[config.mk]
export PLATFORM = sky130hd
export DESIGN_NAME = icache_parity_scan
export DESIGN_NICKNAME = d
export VERILOG_FILES = /design/src/rtl/icp_pkg.sv /design/src/rtl/icp_tag_chk.sv /design/src/rtl/icp_data_chk.sv /design/src/rtl/icp_scan_ctl.sv /design/src/rtl/icache_parity_scan.sv
export SDC_FILE = /design/constraint.sdc
export NUM_CORES = 1
export LEC_CHECK = 0
export ABC_AREA = 0
export CORE_ASPECT_RATIO = 0.75
export CORE_MARGIN = 5
export CORE_UTILIZATION = 25
export DETAILED_ROUTE_END_ITERATION = 6
export GPL_TIMING_DRIVEN = 0
export PLACE_DENSITY = 0.78
export SETUP_SLACK_MARGIN = 0.1
export SYNTH_ARGS = -nofsm -noshare
export SYNTH_HDL_FRONTEND = slang
export SYNTH_SLANG_ARGS = --single-unit
[constraint.sdc]
create_clock -name clk -period 1.6 [get_ports clk]
set_clock_uncertainty 0.15 [all_clocks]
set_input_delay 0.16 -clock clk [delete_from_list [all_inputs] [get_ports clk]]
set_output_delay 0.16 -clock clk [all_outputs]
set_load 0.1 [all_outputs]
[src/rtl/icp_pkg.sv]
package icp_pkg;
   // positions inside the detail vector
   localparam int unsigned DET_VCOPY   = 0;
   localparam int unsigned DET_VTAG_LO = 1;
   localparam int unsigned DET_VTAG_HI = 2;
   localparam int unsigned DET_PDEC    = 3;
   localparam int unsigned DET_INS_A   = 4;
   localparam int unsigned DET_INS_B   = 5;
   localparam int unsigned DET_W       = 6;
   localparam int unsigned TAG_DET_W   = 3;
   localparam int unsigned DAT_DET_W   = DET_W - TAG_DET_W;

   typedef logic [TAG_DET_W-1:0] tag_det_t;
   typedef logic [DAT_DET_W-1:0] dat_det_t;
endpackage

[src/rtl/icp_tag_chk.sv]
module icp_tag_chk
   import icp_pkg::*;
#(
   parameter int unsigned HI_W      = 32,
   parameter int unsigned LO_W      = 64,
   parameter int unsigned VALID_POS = 29,
   parameter int unsigned VCOPY_POS = 27,
   parameter int unsigned P0_POS    = 10,
   parameter int unsigned P1_POS    = 11,
   parameter int unsigned SPLIT_POS = 24
) (
   input  logic [HI_W-1:0] tag_hi,
   input  logic [LO_W-1:0] tag_lo,
   output tag_det_t        det
);
   localparam logic [LO_W-1:0] ONE      = LO_W'(1);
   localparam logic [LO_W-1:0] ALL      = {LO_W{1'b1}};
   localparam logic [LO_W-1:0] LOW_SPAN = ~(ALL << SPLIT_POS);
   localparam logic [LO_W-1:0] R0_MASK  = LOW_SPAN & ~(ONE << P0_POS) & ~(ONE << P1_POS);
   localparam logic [LO_W-1:0] R1_MASK  = ALL << SPLIT_POS;

   if (SPLIT_POS <= P0_POS || SPLIT_POS <= P1_POS || SPLIT_POS >= LO_W) begin : g_bad_split
      $error("icp_tag_chk: parity bits must sit below the range split inside the low word");
   end
   if (VALID_POS >= HI_W || VCOPY_POS >= HI_W || VALID_POS == VCOPY_POS) begin : g_bad_valid
      $error("icp_tag_chk: valid bit and its copy must be distinct bits of the high word");
   end

   logic line_valid;
   logic unused_hi;

   assign line_valid = tag_hi[VALID_POS];
   assign unused_hi  = ^tag_hi;

   always_comb begin
      det              = '0;
      det[DET_VCOPY]   = tag_hi[VALID_POS] ^ tag_hi[VCOPY_POS];
      det[DET_VTAG_LO] = line_valid & (tag_lo[P0_POS] ^ (^(tag_lo & R0_MASK)));
      det[DET_VTAG_HI] = line_valid & (tag_lo[P1_POS] ^ (^(tag_lo & R1_MASK)));
   end
endmodule

[src/rtl/icp_data_chk.sv]
module icp_data_chk
   import icp_pkg::*;
#(
   parameter int unsigned INS_W = 32,
   parameter int unsigned PD_W  = 8
) (
   input  logic [1+PD_W+2*(INS_W/8)-1:0] side,
   input  logic [INS_W-1:0]              ins_a,
   input  logic [INS_W-1:0]              ins_b,
   output dat_det_t                      det
);
   localparam int unsigned BYTES  = INS_W / 8;
   localparam int unsigned SIDE_W = 1 + PD_W + 2 * BYTES;
   localparam int unsigned NIB_A  = BYTES;
   localparam int unsigned PD_LO  = 2 * BYTES;
   localparam int unsigned PD_PAR = SIDE_W - 1;

   if (INS_W % 8 != 0 || INS_W == 0) begin : g_bad_ins
      $error("icp_data_chk: instruction width must be a whole number of bytes");
   end
   if (PD_W == 0) begin : g_bad_pd
      $error("icp_data_chk: predecode field must be at least one bit");
   end

   logic [1:0][INS_W-1:0] ins;
   logic [1:0][BYTES-1:0] calc;

   assign ins = {ins_b, ins_a};

   for (genvar gi = 0; gi < 2; gi++) begin : g_ins
      for (genvar gb = 0; gb < BYTES; gb++) begin : g_byte
         assign calc[gi][gb] = ^ins[gi][gb*8 +: 8];
      end
   end

   assign det[DET_PDEC - TAG_DET_W]  = side[PD_PAR] ^ (^side[PD_LO +: PD_W]);
   assign det[DET_INS_A - TAG_DET_W] = |(side[NIB_A +: BYTES] ^ calc[0]);
   assign det[DET_INS_B - TAG_DET_W] = |(side[0 +: BYTES] ^ calc[1]);
endmodule

[src/rtl/icp_scan_ctl.sv]
module icp_scan_ctl #(
   parameter int unsigned ENTRIES = 4,
   localparam int unsigned OFS_W  = (ENTRIES > 1) ? $clog2(ENTRIES) : 1
) (
   input  logic             clk,
   input  logic             rst_n,
   input  logic             start,
   input  logic             strobe,
   output logic [OFS_W-1:0] ofs,
   output logic             done
);
   localparam logic [OFS_W-1:0] LAST = OFS_W'(ENTRIES - 1);

   if (ENTRIES < 2) begin : g_bad_entries
      $error("icp_scan_ctl: a line needs at least two data entries");
   end

   always_ff @(posedge clk or negedge rst_n) begin
      if (!rst_n) begin
         ofs  <= '0;
         done <= 1'b0;
      end else begin
         done <= strobe && !start && (ofs == LAST);
         if (start) begin
            ofs <= strobe ? OFS_W'(1) : '0;
         end else if (strobe) begin
            ofs <= (ofs == LAST) ? '0 : ofs + OFS_W'(1);
         end
      end
   end
endmodule

[src/rtl/icache_parity_scan.sv]
module icache_parity_scan
   import icp_pkg::*;
#(
   parameter int unsigned HI_W      = 32,
   parameter int unsigned LO_W      = 64,
   parameter int unsigned VALID_POS = 29,
   parameter int unsigned VCOPY_POS = 27,
   parameter int unsigned P0_POS    = 10,
   parameter int unsigned P1_POS    = 11,
   parameter int unsigned SPLIT_POS = 24,
   parameter int unsigned INS_W     = 32,
   parameter int unsigned PD_W      = 8,
   parameter int unsigned ENTRIES   = 4,
   localparam int unsigned SIDE_W   = 1 + PD_W + 2 * (INS_W / 8),
   localparam int unsigned OFS_W    = (ENTRIES > 1) ? $clog2(ENTRIES) : 1
) (
   input  logic              clk,
   input  logic              rst_n,
   input  logic              scan_start,
   input  logic              tag_vld,
   input  logic [HI_W-1:0]   tag_hi,
   input  logic [LO_W-1:0]   tag_lo,
   input  logic              dat_vld,
   input  logic [SIDE_W-1:0] dat_side,
   input  logic [INS_W-1:0]  dat_insa,
   input  logic [INS_W-1:0]  dat_insb,
   output logic              tag_err,
   output logic              data_err,
   output logic [DET_W-1:0]  detail,
   output logic [OFS_W-1:0]  dat_ofs,
   output logic              scan_done
);
   tag_det_t tag_det_n, tag_det_q;
   dat_det_t dat_det_n, dat_det_q;

   icp_tag_chk #(
      .HI_W(HI_W), .LO_W(LO_W), .VALID_POS(VALID_POS), .VCOPY_POS(VCOPY_POS),
      .P0_POS(P0_POS), .P1_POS(P1_POS), .SPLIT_POS(SPLIT_POS)
   ) tag_chk_i (
      .tag_hi(tag_hi),
      .tag_lo(tag_lo),
      .det   (tag_det_n)
   );

   icp_data_chk #(
      .INS_W(INS_W), .PD_W(PD_W)
   ) data_chk_i (
      .side (dat_side),
      .ins_a(dat_insa),
      .ins_b(dat_insb),
      .det  (dat_det_n)
   );

   icp_scan_ctl #(
      .ENTRIES(ENTRIES)
   ) scan_ctl_i (
      .clk   (clk),
      .rst_n (rst_n),
      .start (scan_start),
      .strobe(dat_vld),
      .ofs   (dat_ofs),
      .done  (scan_done)
   );

   always_ff @(posedge clk or negedge rst_n) begin
      if (!rst_n) begin
         tag_det_q <= '0;
         dat_det_q <= '0;
      end else begin
         if (scan_start || tag_vld) begin
            tag_det_q <= (scan_start ? tag_det_t'(0) : tag_det_q) |
                         (tag_vld ? tag_det_n : tag_det_t'(0));
         end
         if (scan_start || dat_vld) begin
            dat_det_q <= (scan_start ? dat_det_t'(0) : dat_det_q) |
                         (dat_vld ? dat_det_n : dat_det_t'(0));
         end
      end
   end

   assign detail   = {dat_det_q, tag_det_q};
   assign tag_err  = |tag_det_q;
   assign data_err = |dat_det_q;
endmodule

== Word level (Yosys, flattened, before mapping) ==
Index checks and enable logic that the tools add are counted.

* $add $sub $neg: 1
* Eq/ne operators: 1
* Mux-type cells: 8
* Bitwise gates (word level): 10
* Reductions and logical operators: 21

{| class="wikitable"
|+ Operators by type and width
! operator !! number
|-
| $reduce_xor A64 Y1 || 2
|-
| $reduce_xor A8 Y1 || 9
|-
| $mux W3 || 4
|-
| $reduce_or A4 Y1 || 2
|-
| $xor A4 B4 Y4 || 2
|-
| $mux W2 || 3
|-
| $or A3 B3 Y3 || 2
|-
| $reduce_or A3 Y1 || 2
|-
| $xor A1 B1 Y1 || 4
|-
| $add A2 B1 Y2 const B || 1
|-
| $and A1 B1 Y1 || 2
|-
| $eq A2 B2 Y1 const B || 1
|-
| $logic_and A1 B1 Y1 || 2
|-
| $logic_or A1 B1 Y1 || 2
|-
| $reduce_bool A2 Y1 || 1
|-
| $logic_not A1 Y1 || 1
|-
| $mux W1 || 1
|}

* Register bits after elaboration: 9
* Bits of input ports: 182
* Output and inout bits: 11

== Logic depth before layout (Yosys ltp) ==
Gate-level depths: netlist of the first run.

* Depth after elaboration: 5
* Depth in mapped cells: 6

== By module ==
Synthesis of the first run repeated with hierarchy kept, for this count alone.

* Cells, all modules: 165
* Area total of the unflattened synthesis: 1652.8 µm²

{| class="wikitable"
|+ Modules (own cells, without submodules)
! module !! times used !! cells each !! area each (µm²) !! seq. area each (µm²)
|-
| icp_data_chk || 1 || 66 || 683.2 || 0.0
|-
| icp_tag_chk || 1 || 62 || 605.6 || 0.0
|-
| icache_parity_scan || 1 || 26 || 235.2 || 150.1
|-
| icp_scan_ctl || 1 || 11 || 128.9 || 75.1
|}

== Least setup slack after synthesis of the first run ==
No wires, ideal clock.

* Path type: register -> output
* From: reg dat_det_q[1]
* To: out data_err
* Data arrival time: 1.807 ns
* Setup slack: -0.517 ns
* Cell stages (with the launch flop): 3
* Path buffers: 0
* Cells stage by stage: dfrtp_1 > inv_1 > nand3_1

* Cells in the longest elaborated chain, start to end: 1

{| class="wikitable"
|+ RTL lines
! element !! line !! text
|-
| start: declaration || icache_parity_scan.sv:34 || <nowiki>dat_det_t dat_det_n, dat_det_q;</nowiki>
|-
| start signal: assignment || icache_parity_scan.sv:75 || <nowiki>dat_det_q <= (scan_start ? dat_det_t'(0) : dat_det_q) |</nowiki>
|-
| $reduce_or A3 Y1 || icache_parity_scan.sv:83 || <nowiki>assign data_err = |dat_det_q;</nowiki>
|-
| end: declaration || icache_parity_scan.sv:28 || <nowiki>output logic data_err,</nowiki>
|}

Every way passes these cells.

== Worst setup path after layout of the first run ==
* From: reg scan_ctl_i.ofs[1]
* To: out dat_ofs[1]

{| class="wikitable"
|+ RTL lines
! element !! line !! text
|-
| start: declaration || icp_scan_ctl.sv:9 || <nowiki>output logic [OFS_W-1:0] ofs,</nowiki>
|-
| start signal: assignment || icp_scan_ctl.sv:25 || <nowiki>ofs <= strobe ? OFS_W'(1) : '0;</nowiki>
|-
| start signal: assignment || icp_scan_ctl.sv:27 || <nowiki>ofs <= (ofs == LAST) ? '0 : ofs + OFS_W'(1);</nowiki>
|-
| end: declaration || icache_parity_scan.sv:30 || <nowiki>output logic [OFS_W-1:0] dat_ofs,</nowiki>
|}

No word-level cell between the ends.

==> results of run 1 <==
-- cell usage after synthesis --
| master | n |
|---|---|
| o22ai_1 | 1 |
| clkbuf_1 | 1 |
| o22ai_2 | 1 |
| xor2_1 | 18 |
| ha_1 | 1 |
| nor2_1 | 3 |
| inv_1 | 6 |
| o41ai_1 | 2 |
| o21ai_0 | 5 |
| mux2i_1 | 1 |
| xnor2_1 | 115 |
| nand2_1 | 5 |
| xnor3_1 | 1 |
| nand3_1 | 2 |
| dfrtp_1 | 9 |
| and3b_1 | 1 |
-- registers in the layout, summed over array words and instances, names as in the netlist --
signal,cells
dat_det_q,3
scan_ctl_i.done,1
scan_ctl_i.ofs,2
tag_det_q,3
-- kinds of logic after synthesis --
group	count (synthesis)
XOR/XNOR	134
AND/OR/NAND/NOR	11
AO/OA/AOI/OAI	9
flip-flops	9
buffers and inverters	7
multiplexers	1
adder cells (fa/ha/maj)	1
-- power breakdown --
group          switching (mW)  internal (mW)  total, mW
logic                    1.03          0.908       1.93
registers              0.0262          0.286      0.312
clock network          0.0792          0.173      0.252
-- area by class of cell --
type / count / area (um2) / area share [%]
buffer: 1 / 3.754 / 0.1103
timing repair buffer: 161 / 1431 / 42.07
multi-input combinational: 156 / 1563 / 45.94
clock buffer: 4 / 45.04 / 1.324
sequential: 9 / 235.2 / 6.914
inverter: 6 / 22.52 / 0.6620
tap: 81 / 101.3 / 2.979
-- path summary, 6_finish.rpt --
check                                         startpoint                            end  slack [ps]
hold reg to reg            scan_ctl_i.ofs[0]$_DFFE_PN0P_  scan_ctl_i.ofs[0]$_DFFE_PN0P_         370
setup / recovery           scan_ctl_i.ofs[1]$_DFFE_PN0P_                     dat_ofs[1]         140
min in group clk                              scan_start  scan_ctl_i.ofs[1]$_DFFE_PN0P_         170
max in group asynchronous                          rst_n       dat_det_q[1]$_DFFE_PN0P_         910
hold / removal                                     rst_n      scan_ctl_i.done$_DFF_PN0_          80
setup reg to reg           scan_ctl_i.ofs[0]$_DFFE_PN0P_  scan_ctl_i.ofs[1]$_DFFE_PN0P_         420
-- layer usage --
metal,global-route usage (%),vias up
met4,3.984,0
met3,3.286,6
met5,0,-
li1,-,859
met1,11.23,748
met2,25.78,69
-- stage by stage --
| step | cell area [um2] | total power [mW] | hold slack, ps | instances | setup slack [ps] |
|---|---|---|---|---|---|
| final | 3402 | 2.497 | 79.77 | 418 | 137.8 |
| after global routing | 3402 | 2.653 | 106.5 | 418 | 63.95 |
| after CTS | 3286 | 2.498 | 86.45 | 418 | -51.97 |
| after detailed placement | 3312 | 2.303 | 331.4 | 414 | -490.4 |
| after global placement | 3312 | 2.282 | 336.4 | 414 | -451.4 |
| after floorplan | 1599 | 1.656 | -285.6 | 172 | 91.66 |
-- what timing repair did --
item | in CTS | in global routing
pin swaps | 91 | 66
resized for setup | 187 | 111
setup buffers | 0 | 0
setup endpoints to repair | 15 | 5
==> reports/results.ini, run 1 <==
[yosys]
synth_fa_ha_area_share_pct=0.7962
synth_seq_cells=9
avgSynthCellArea_um2=9.137
ys_warn_count=0
seq_area_frac_synth_pct=14.33
syn-num-nets=355
synthesis.instances=172
synthTopCellsByArea=xnor2_1 64%, dfrtp_1 14%, xor2_1 10%
synth_mux_area_share_pct=0.6369
synth_compound_area_share_pct=3.901
synth_top_family_by_area=XOR/XNOR gates
synth_xor_area_share_pct=75.56
netlist.top_cell.by_area=xnor2_1
yosysUniqueCellTypes=16
syn_area_um2=1572
yosys.area_share.simple_pct=3.105
synth_top_area_share_pct=64.09

[place]
io_buffers=161
gp_congestion=0.6872
hpwl_um=4830

[worst_setup_path]
reg2reg_depth=3
end_kind=output pin
crit_fanout=3
critPathBufInv=1
cp.required_ps=1290
cp.depth=1
cp_cell_sequence=clkdlybuf4s15_2
crit_family=buffers and inverters
arrival_ps=1150
cpPeakStageDelay_ps=560
worst_setup_path_start_kind=register
slowest_stage=clkdlybuf4s15_2
critPathKind=register to output pin

[cts]
cts_hold_repair.buffers=0
root_buffer=clkbuf_8
cts.sinks=9
cts_tree=done
clkLatencyLatePin_ps=230
cts_buffer_depth=2
cts_buffers=3
path_clk_slew_ps=40
htreeDepth=1

[timing]
hold_viol_final=0
setup_viol=0
timing.fmax_mhz=683.9
drv_slew=0
post-route-period-util_pct=91.39
slew-limit-headroom_pct=62.60
worstMarginPinSlew_ps=563.6
finalSetupTns_ps=0
fin_crit_ps=1462
rsz0062_at_grt=true

[detailed_routing]
wirelength_um=5259
avgViaCountPerCell=4.024
vias=1682
top_layer=met4
drtPass1Iterations=2
drtIter0Drc=5
met2_length_um=3069
wl_met3_um=416
wire_per_inst_um=12.58
wl_met1_um=1697
drc_errors=0
ant_nets=0

[grt]
overflow=0
grt_max_degree=11
grt_pass1_wl_um=7941
antenna_found_initial=0
grt_pass1_vias=1937
gr-usage-all-layers_pct=12.39

[flow_run]
maxCapViolCount=0

[layout]
drive_above_1_share_pct=29.38
layout_commonest_cell=xnor2_1
fillers=606
layout_common_cells=87 x xnor2_1, 36 x clkdlybuf4s50_1, 35 x dlygate4sd2_1, 28 x xnor2_2, 28 x clkbuf_2
diodes=0
fin_nets=521
final_util_pct=54.93
areaGrowthSynthToFinish_pct=116.5

[die]
num_rows=25
die_area_um2=7988
placeableCoreArea_um2=6193
initial_core_util_pct=25.37
ios=193
die_width_um=101.6
die-height_um=78.66

[worst_hold_path]
hold_class=primary input to asynchronous set/reset pin

[power_and_ir_drop]
leakage_nw=1.612
power.density_nw_per_um2=733.9
ir_drop_mv=0.4897

[status]
outcome=complete, no violations

No activity file was read; power rests on OpenSTA's default activity.
==> run 2, diff against run 1 <==
- PLACE_DENSITY: 0.78 -> 0.76
- SYNTH_HIERARCHICAL: unset -> 1
==> reports/results.ini, run 2 <==
[timing]
worstMarginPinSlew_ps=564.8  ; +1.265 ps
post-route-period-util_pct=105.4  ; +14 points
slew-limit-headroom_pct=62.52  ; -0.084 points
setup_viol=2  ; +2
rsz0062_at_grt=true
timing.fmax_mhz=592.8  ; -13%
drv_slew=0  ; unchanged
finalWorstSetupSlack_ps=-87.04  ; -224.8 ps
hold_viol_final=0  ; unchanged
fin_crit_ps=1687  ; +224.8 ps

[place]
post_dp_cell_area_um2=3438  ; +3.8%
io_buffers=162  ; +0.62%
gp_congestion=0.7081  ; +3.0%
hpwl_um=4940  ; +2.3%

[grt]
grt_pass1_wl_um=8487  ; +6.9%
overflow=0  ; unchanged
grt_max_degree=11  ; unchanged
grt_pass1_vias=1800  ; -7.1%
gr-usage-all-layers_pct=12.65  ; +0.26 points
antenna_found_initial=0  ; unchanged

[worst_setup_path]
worst_setup_path_start_kind=primary input
critPathKind=primary input to register
end_kind=register
arrival_ps=1680  ; +530 ps
crit_fanout=1  ; -2
cp.required_ps=1600  ; +310 ps

[detailed_routing]
ant_nets=0  ; unchanged
wirelength_um=5573  ; +6.0%
drtPass1Iterations=3  ; +1
drtIter0Drc=28  ; +23
drc_errors=0  ; unchanged
avgViaCountPerCell=4.097  ; +1.8%
vias=1688  ; +0.36%
wire_per_inst_um=13.53  ; +7.5%

[yosys]
syn_area_um2=1653  ; +5.2%
async_reset_ff_share_pct=100.0  ; unchanged
synthesis.instances=165  ; -4.1%
ys_warn_count=6  ; +6
avgSynthCellArea_um2=10.02  ; +9.6%
yosysUniqueCellTypes=17  ; +1
synth.most_common_cell=xnor2_1
synth_top_cells_by_count=82 x xnor2_1, 25 x xor2_1, 13 x xnor3_1
synthTopCellsByArea=xnor2_1 43%, xnor3_1 18%, dfrtp_1 14%
netlist.top_cell.by_area=xnor2_1
seq_area_frac_synth_pct=13.63  ; -0.71 points
syn-num-nets=348  ; -2.0%
ys.flop_type=dfrtp_1
synth_seq_cells=9  ; unchanged
synth-edff-count=0  ; unchanged
synth_top_area_share_pct=43.45  ; -21 points

[cts]
root_buffer=clkbuf_8
htreeDepth=1  ; unchanged
cts_tree=done
clkLatencyLatePin_ps=230  ; about the same
cts_buffers=3  ; unchanged
path_clk_slew_ps=50  ; about the same
cts.sinks=9  ; unchanged
cts_buffer_depth=2  ; unchanged
post-cts-setup-buffer-count=0  ; unchanged

[layout]
fin_nets=515  ; -1.2%
fillers=576  ; -5.0%
finalInstanceArea_um2=3560  ; +4.6%
layout_commonest_cell=clkdlybuf4s50_1
areaGrowthSynthToFinish_pct=115.4
reg_top3=dat_det_q: 3 flops, tag_det_q: 3 flops, scan_ctl_i/ofs: 2 flops
layout_common_cells=57 x clkdlybuf4s50_1, 55 x xnor2_1, 31 x dlymetal6s2s_1, 28 x xnor2_2, 27 x dlygate4sd2_1
diodes=0  ; unchanged
drive_above_1_share_pct=26.89  ; -2.5 points

[power_and_ir_drop]
p_int_mw=1.456  ; +6.6%
clkPwrFrac_pct=10.4  ; +0.3 points
p_sw_mw=1.111  ; -1.7%
ir_drop_mv=0.3282  ; -33%
finalPower_mw=2.567  ; +2.8%
leakage_nw=1.850  ; +15%
seq_power_share_pct=12.1  ; -0.4 points
power.density_nw_per_um2=721.2  ; -1.7%
power_frac_comb_pct=77.5  ; about the same
swShare_pct=43.28  ; -2.0 points

[flow_run]
maxCapViolCount=0  ; unchanged

[status]
outcome=finished, violations left
violations=negative setup slack

[worst_hold_path]
hold_class=primary input to asynchronous set/reset pin

[die]
die_area_um2=8354  ; +4.6%
initial_core_util_pct=26.03  ; +0.66 points
placeableCoreArea_um2=6350  ; +2.5%
die_width_um=103.9  ; +2.3%
ios=193  ; unchanged
num_rows=25  ; unchanged
die-height_um=80.42  ; +2.2%

run 2: cell count changes after synthesis, sizes merged, moves of 2 or more:
cell | before | now
xor2 | 18 | 25
o22ai | 2 | 0
o41ai | 2 | 0
xnor3 | 1 | 13
nand2 | 5 | 8
xnor2 | 115 | 83
nand4 | 0 | 2
run 2: through the flow:
step / utilization, % / hold WS, ps / setup WS, ps / std cells / TNS, ps
6_report: 56.06 / 73.29 / -87.04 / 412 / -158.7
5_1_grt: 56.06 / 113.9 / -188.0 / 412 / -367.1
4_1_cts: 54.21 / 93.31 / -168.3 / 412 / -314.2
3_5_place_dp: 54.15 / 348.5 / -624.5 / 408 / -4410
3_3_place_gp: 54.15 / 331.8 / -579.6 / 408 / -4362
2_1_floorplan: - / -285.6 / -178.5 / 165 / -178.5
run 2: power groups by stage:
stage / logic [mW] / clock network, mW / registers (mW)
6_report: 1.99 / 0.267 / 0.309
5_1_grt: 2.13 / 0.293 / 0.316
4_1_cts: 1.97 / 0.279 / 0.310
3_5_place_dp: 2.01 / 0 / 0.313
3_3_place_gp: 1.99 / 0 / 0.312
2_1_floorplan: 0.979 / 0 / 0.671
run 2: timing repair:
item                                    4_1_cts  5_1_grt
pin swaps                                    69       53
hold buffers                                  0        0
endpoints found under the setup margin       15        9
cloned                                        0        0
gates resized for setup                     157       97
run 2: per-layer routing:
layer  up-vias  GRT usage (%)  wire, um
li1        849              -         -
met1       728          14.51      2224
met2       105          21.69      2676
met3         6          5.542       603
met4         0          3.234        68
met5         -              0         0
run 2: cells by family after synthesis:
group,after synthesis,share of synthesized area (%)
multiplexers,2,1.211
XOR/XNOR,121,75.40
adder cells (fa/ha/maj),1,0.7569
AO/OA/AOI/OAI,8,2.801
AND/OR/NAND/NOR,17,4.618
flip-flops,9,13.63
buffers and inverters,7,1.590
run 2: final cells by class:
class	instances	area (um2)	share of cell area (%)
Inverter	7	26.28	0.7381
Tap cell	81	101.3	2.847
Sequential cell	9	232.7	6.538
Multi-Input combinational cell	149	1639	46.05
Timing Repair Buffer	162	1515	42.57
Clock buffer	4	45.04	1.265
run 2: worst max-delay path, cell delays in order:
cell     delay, ps
buf_6           90
xnor2_2        130
xnor3_1        410
xnor3_1        220
xnor3_1        360
mux2i_1        150
nand2_1         70
o21ai_1         90
run 2: path summary, 6_finish.rpt:
kind	slack (ps)	cells after the start	endpoint	startpoint
min in group clk	390	1	scan_ctl_i/ofs[0]$_DFFE_PN0P_	scan_ctl_i/ofs[0]$_DFFE_PN0P_
setup / recovery	-90	8	tag_det_q[2]$_DFFE_PN0P_	tag_lo[41]
setup reg to reg	430	3	scan_ctl_i/ofs[1]$_DFFE_PN0P_	scan_ctl_i/ofs[0]$_DFFE_PN0P_
max in group asynchronous	910	1	tag_det_q[1]$_DFFE_PN0P_	rst_n
hold / removal	70	1	dat_det_q[2]$_DFFE_PN0P_	rst_n
hold reg to reg	390	1	scan_ctl_i/ofs[0]$_DFFE_PN0P_	scan_ctl_i/ofs[0]$_DFFE_PN0P_
==> run 3, diff against run 2 <==
- clock period: 1.6 -> 1.7 ns (I/O delays scaled with it)
==> reports/results.ini, run 3 (same netlist as run 2, synthesis figures left out) <==
[die]
initial_core_util_pct=26.03  ; unchanged
die_width_um=103.9  ; unchanged
ios=193  ; unchanged
num_rows=25  ; unchanged
placeableCoreArea_um2=6350  ; unchanged
die-height_um=80.42  ; unchanged
die_area_um2=8354  ; unchanged

[detailed_routing]
wire_per_inst_um=14.04  ; +3.8%
ant_nets=0  ; unchanged
avgViaCountPerCell=4.114  ; +0.41%
drtPass1Iterations=4  ; +1
drc_errors=0  ; unchanged
wirelength_um=5797  ; +4.0%
vias=1699  ; +0.65%
drtIter0Drc=17  ; -39%

[timing]
finalWorstSetupSlack_ps=-12.47  ; +74.57 ps
fin_crit_ps=1712
drv_slew=0  ; unchanged
hold_viol_final=0  ; unchanged
rsz0062_at_grt=true
post-route-period-util_pct=100.7
slew-limit-headroom_pct=62.23  ; -0.29 points
worstMarginPinSlew_ps=569.3  ; +4.415 ps
timing.fmax_mhz=584.0
finalSetupTns_ps=-12.47  ; +146.2 ps
setup_viol=1  ; -1

[layout]
stdcell_count=413  ; +0.24%
layout_common_cells=64 x xnor2_1, 50 x clkdlybuf4s50_1, 46 x dlygate4sd2_1, 24 x dlymetal6s2s_1, 22 x xor2_1
layout_commonest_cell=xnor2_1
final_util_pct=55.68  ; -0.37 points
reg_top3=dat_det_q: 3 flops, tag_det_q: 3 flops, scan_ctl_i/ofs: 2 flops
final-seq-area_um2=234.0  ; +0.54%
drive_above_1_share_pct=20.18  ; -6.7 points
fin_nets=516  ; +0.19%
fillers=601  ; +4.3%
multi_input_area_um2=1572  ; -4.1%
areaGrowthSynthToFinish_pct=113.9
diodes=0  ; unchanged

[power_and_ir_drop]
p_int_mw=1.357  ; -6.8%
swShare_pct=43.04  ; -0.24 points
leakage_nw=1.765  ; -4.6%
p_sw_mw=1.026  ; -7.7%
power_frac_comb_pct=77.3  ; -0.2 points
clkPwrFrac_pct=10.3  ; about the same
power.density_nw_per_um2=674.0  ; -6.5%
seq_power_share_pct=12.4  ; +0.3 points
ir_drop_mv=0.6434  ; +96%
finalPower_mw=2.383  ; -7.2%

[worst_setup_path]
arrival_ps=1710  ; +30 ps
cp_cell_sequence=dlygate4sd2_1, xnor2_2, xnor3_1, xnor3_1, xnor3_1, mux2i_1, nand2_1, o21ai_1
critPathKind=primary input to register
cpPeakStageDelay_ps=370  ; -40 ps
crit_family=XOR/XNOR gates
worst_setup_path_start_kind=primary input
path_common_cell=xnor3_1
end_kind=register
cp.required_ps=1700  ; +100 ps
slowest_stage=xnor3_1
critPathBufInv=1  ; unchanged
crit_fanout=1  ; unchanged

[status]
outcome=finished, violations left
violations=negative setup slack

[place]
hpwl_um=5165  ; +4.5%
io_buffers=162  ; unchanged
post-place-ws_ps=-495.7  ; +128.8 ps
gp_congestion=0.7660  ; +8.2%
placed_cells=408  ; unchanged

[grt]
grt_max_degree=11  ; unchanged
gr-usage-all-layers_pct=12.86  ; +0.22 points
overflow=0  ; unchanged
antenna_found_initial=0  ; unchanged
grt_pass1_vias=1813  ; +0.72%
grt_pass1_wl_um=8680  ; +2.3%

[cts]
cts_hold_repair.buffers=0  ; unchanged
cts.sinks=9  ; unchanged
cts_buffers=3  ; unchanged
path_clk_slew_ps=50  ; about the same
htreeDepth=1  ; unchanged
root_buffer=clkbuf_8
cts_tree=done
clkLatencyLatePin_ps=230  ; about the same
cts_buffer_depth=2  ; unchanged

[worst_hold_path]
hold_class=primary input to asynchronous set/reset pin

[flow_run]
maxCapViolCount=0  ; unchanged

-- run 3: cell types whose count changed in the layout (fill, tap and decap cells not counted), moves of 3 or more --
cell             previous run  this run
clkdlybuf4s15_1             0        11
clkdlybuf4s50_1            57        50
clkdlybuf4s15_2             7        10
xnor2_1                    55        64
dlygate4sd2_1              27        46
buf_2                      14         5
xnor2_2                    28        19
clkbuf_2                   18        13
dlymetal6s2s_1             31        24
-- run 3: repair_timing --
item / CTS / global route
pin swaps: 75 / 46
endpoints found under the setup margin: 15 / 6
endpoints found under the hold margin: 0 / 0
setup buffers: 1 / 0
gates resized for setup: 146 / 74
-- run 3: routing by layer --
layer	share of wire, %	wire length [um]	vias to the layer above	GRT usage (%)
met5	0	0	-	0
li1	-	-	851	-
met2	51	2959	103	23.98
met4	0	0	0	0.3881
met3	11	655	0	6.265
met1	38	2182	745	14.01
-- run 3: metrics by stage --
stage / hold slack (ps) / instance area, um2
2_1_floorplan: -275.6 / 1679
3_5_place_dp: 352.9 / 3402
5_1_grt: 117.3 / 3536
6_report: 92.01 / 3536
3_3_place_gp: 338.1 / 3402
4_1_cts: 103.8 / 3426
-- run 3: worst reg2reg max path, delay by kind of cell (launching register included) --
kind                       cells  cell delay [ps]
and+or+nand+nor                1               50
DFF                            1              420
adders and majority gates      1              290
muxes                          1              130
-- run 3: worst paths after layout --
kind | startpoint | endpoint | slack, ps | cells after the start
max | tag_lo[41] | tag_det_q[2]$_DFFE_PN0P_ | -10 | 8
min | rst_n | scan_ctl_i/done$_DFF_PN0_ | 90 | 1
max reg2reg | scan_ctl_i/ofs[0]$_DFFE_PN0P_ | scan_ctl_i/ofs[1]$_DFFE_PN0P_ | 530 | 3
min reg2reg | scan_ctl_i/ofs[0]$_DFFE_PN0P_ | scan_ctl_i/ofs[0]$_DFFE_PN0P_ | 390 | 1
max in group asynchronous | rst_n | scan_ctl_i/ofs[1]$_DFFE_PN0P_ | 990 | 1
min in group clk | scan_ctl_i/ofs[0]$_DFFE_PN0P_ | scan_ctl_i/ofs[0]$_DFFE_PN0P_ | 390 | 1
-- run 3: cell type report --
type,count,area share (%)
Clock buffer,4,1.274
Inverter,7,0.7431
Sequential cell,9,6.617
Tap cell,81,2.866
Multi-Input combinational cell,149,44.44
Timing Repair Buffer,163,44.06
-- run 3: power groups by stage --
stage                     registers, mW  clock network (mW)  logic [mW]
after floorplan                   0.633                   0       0.902
after global placement            0.295                   0        1.85
after detailed placement          0.298                   0        1.86
after CTS                         0.296               0.258        1.85
after global routing              0.302               0.270        1.97
final                             0.294               0.246        1.84
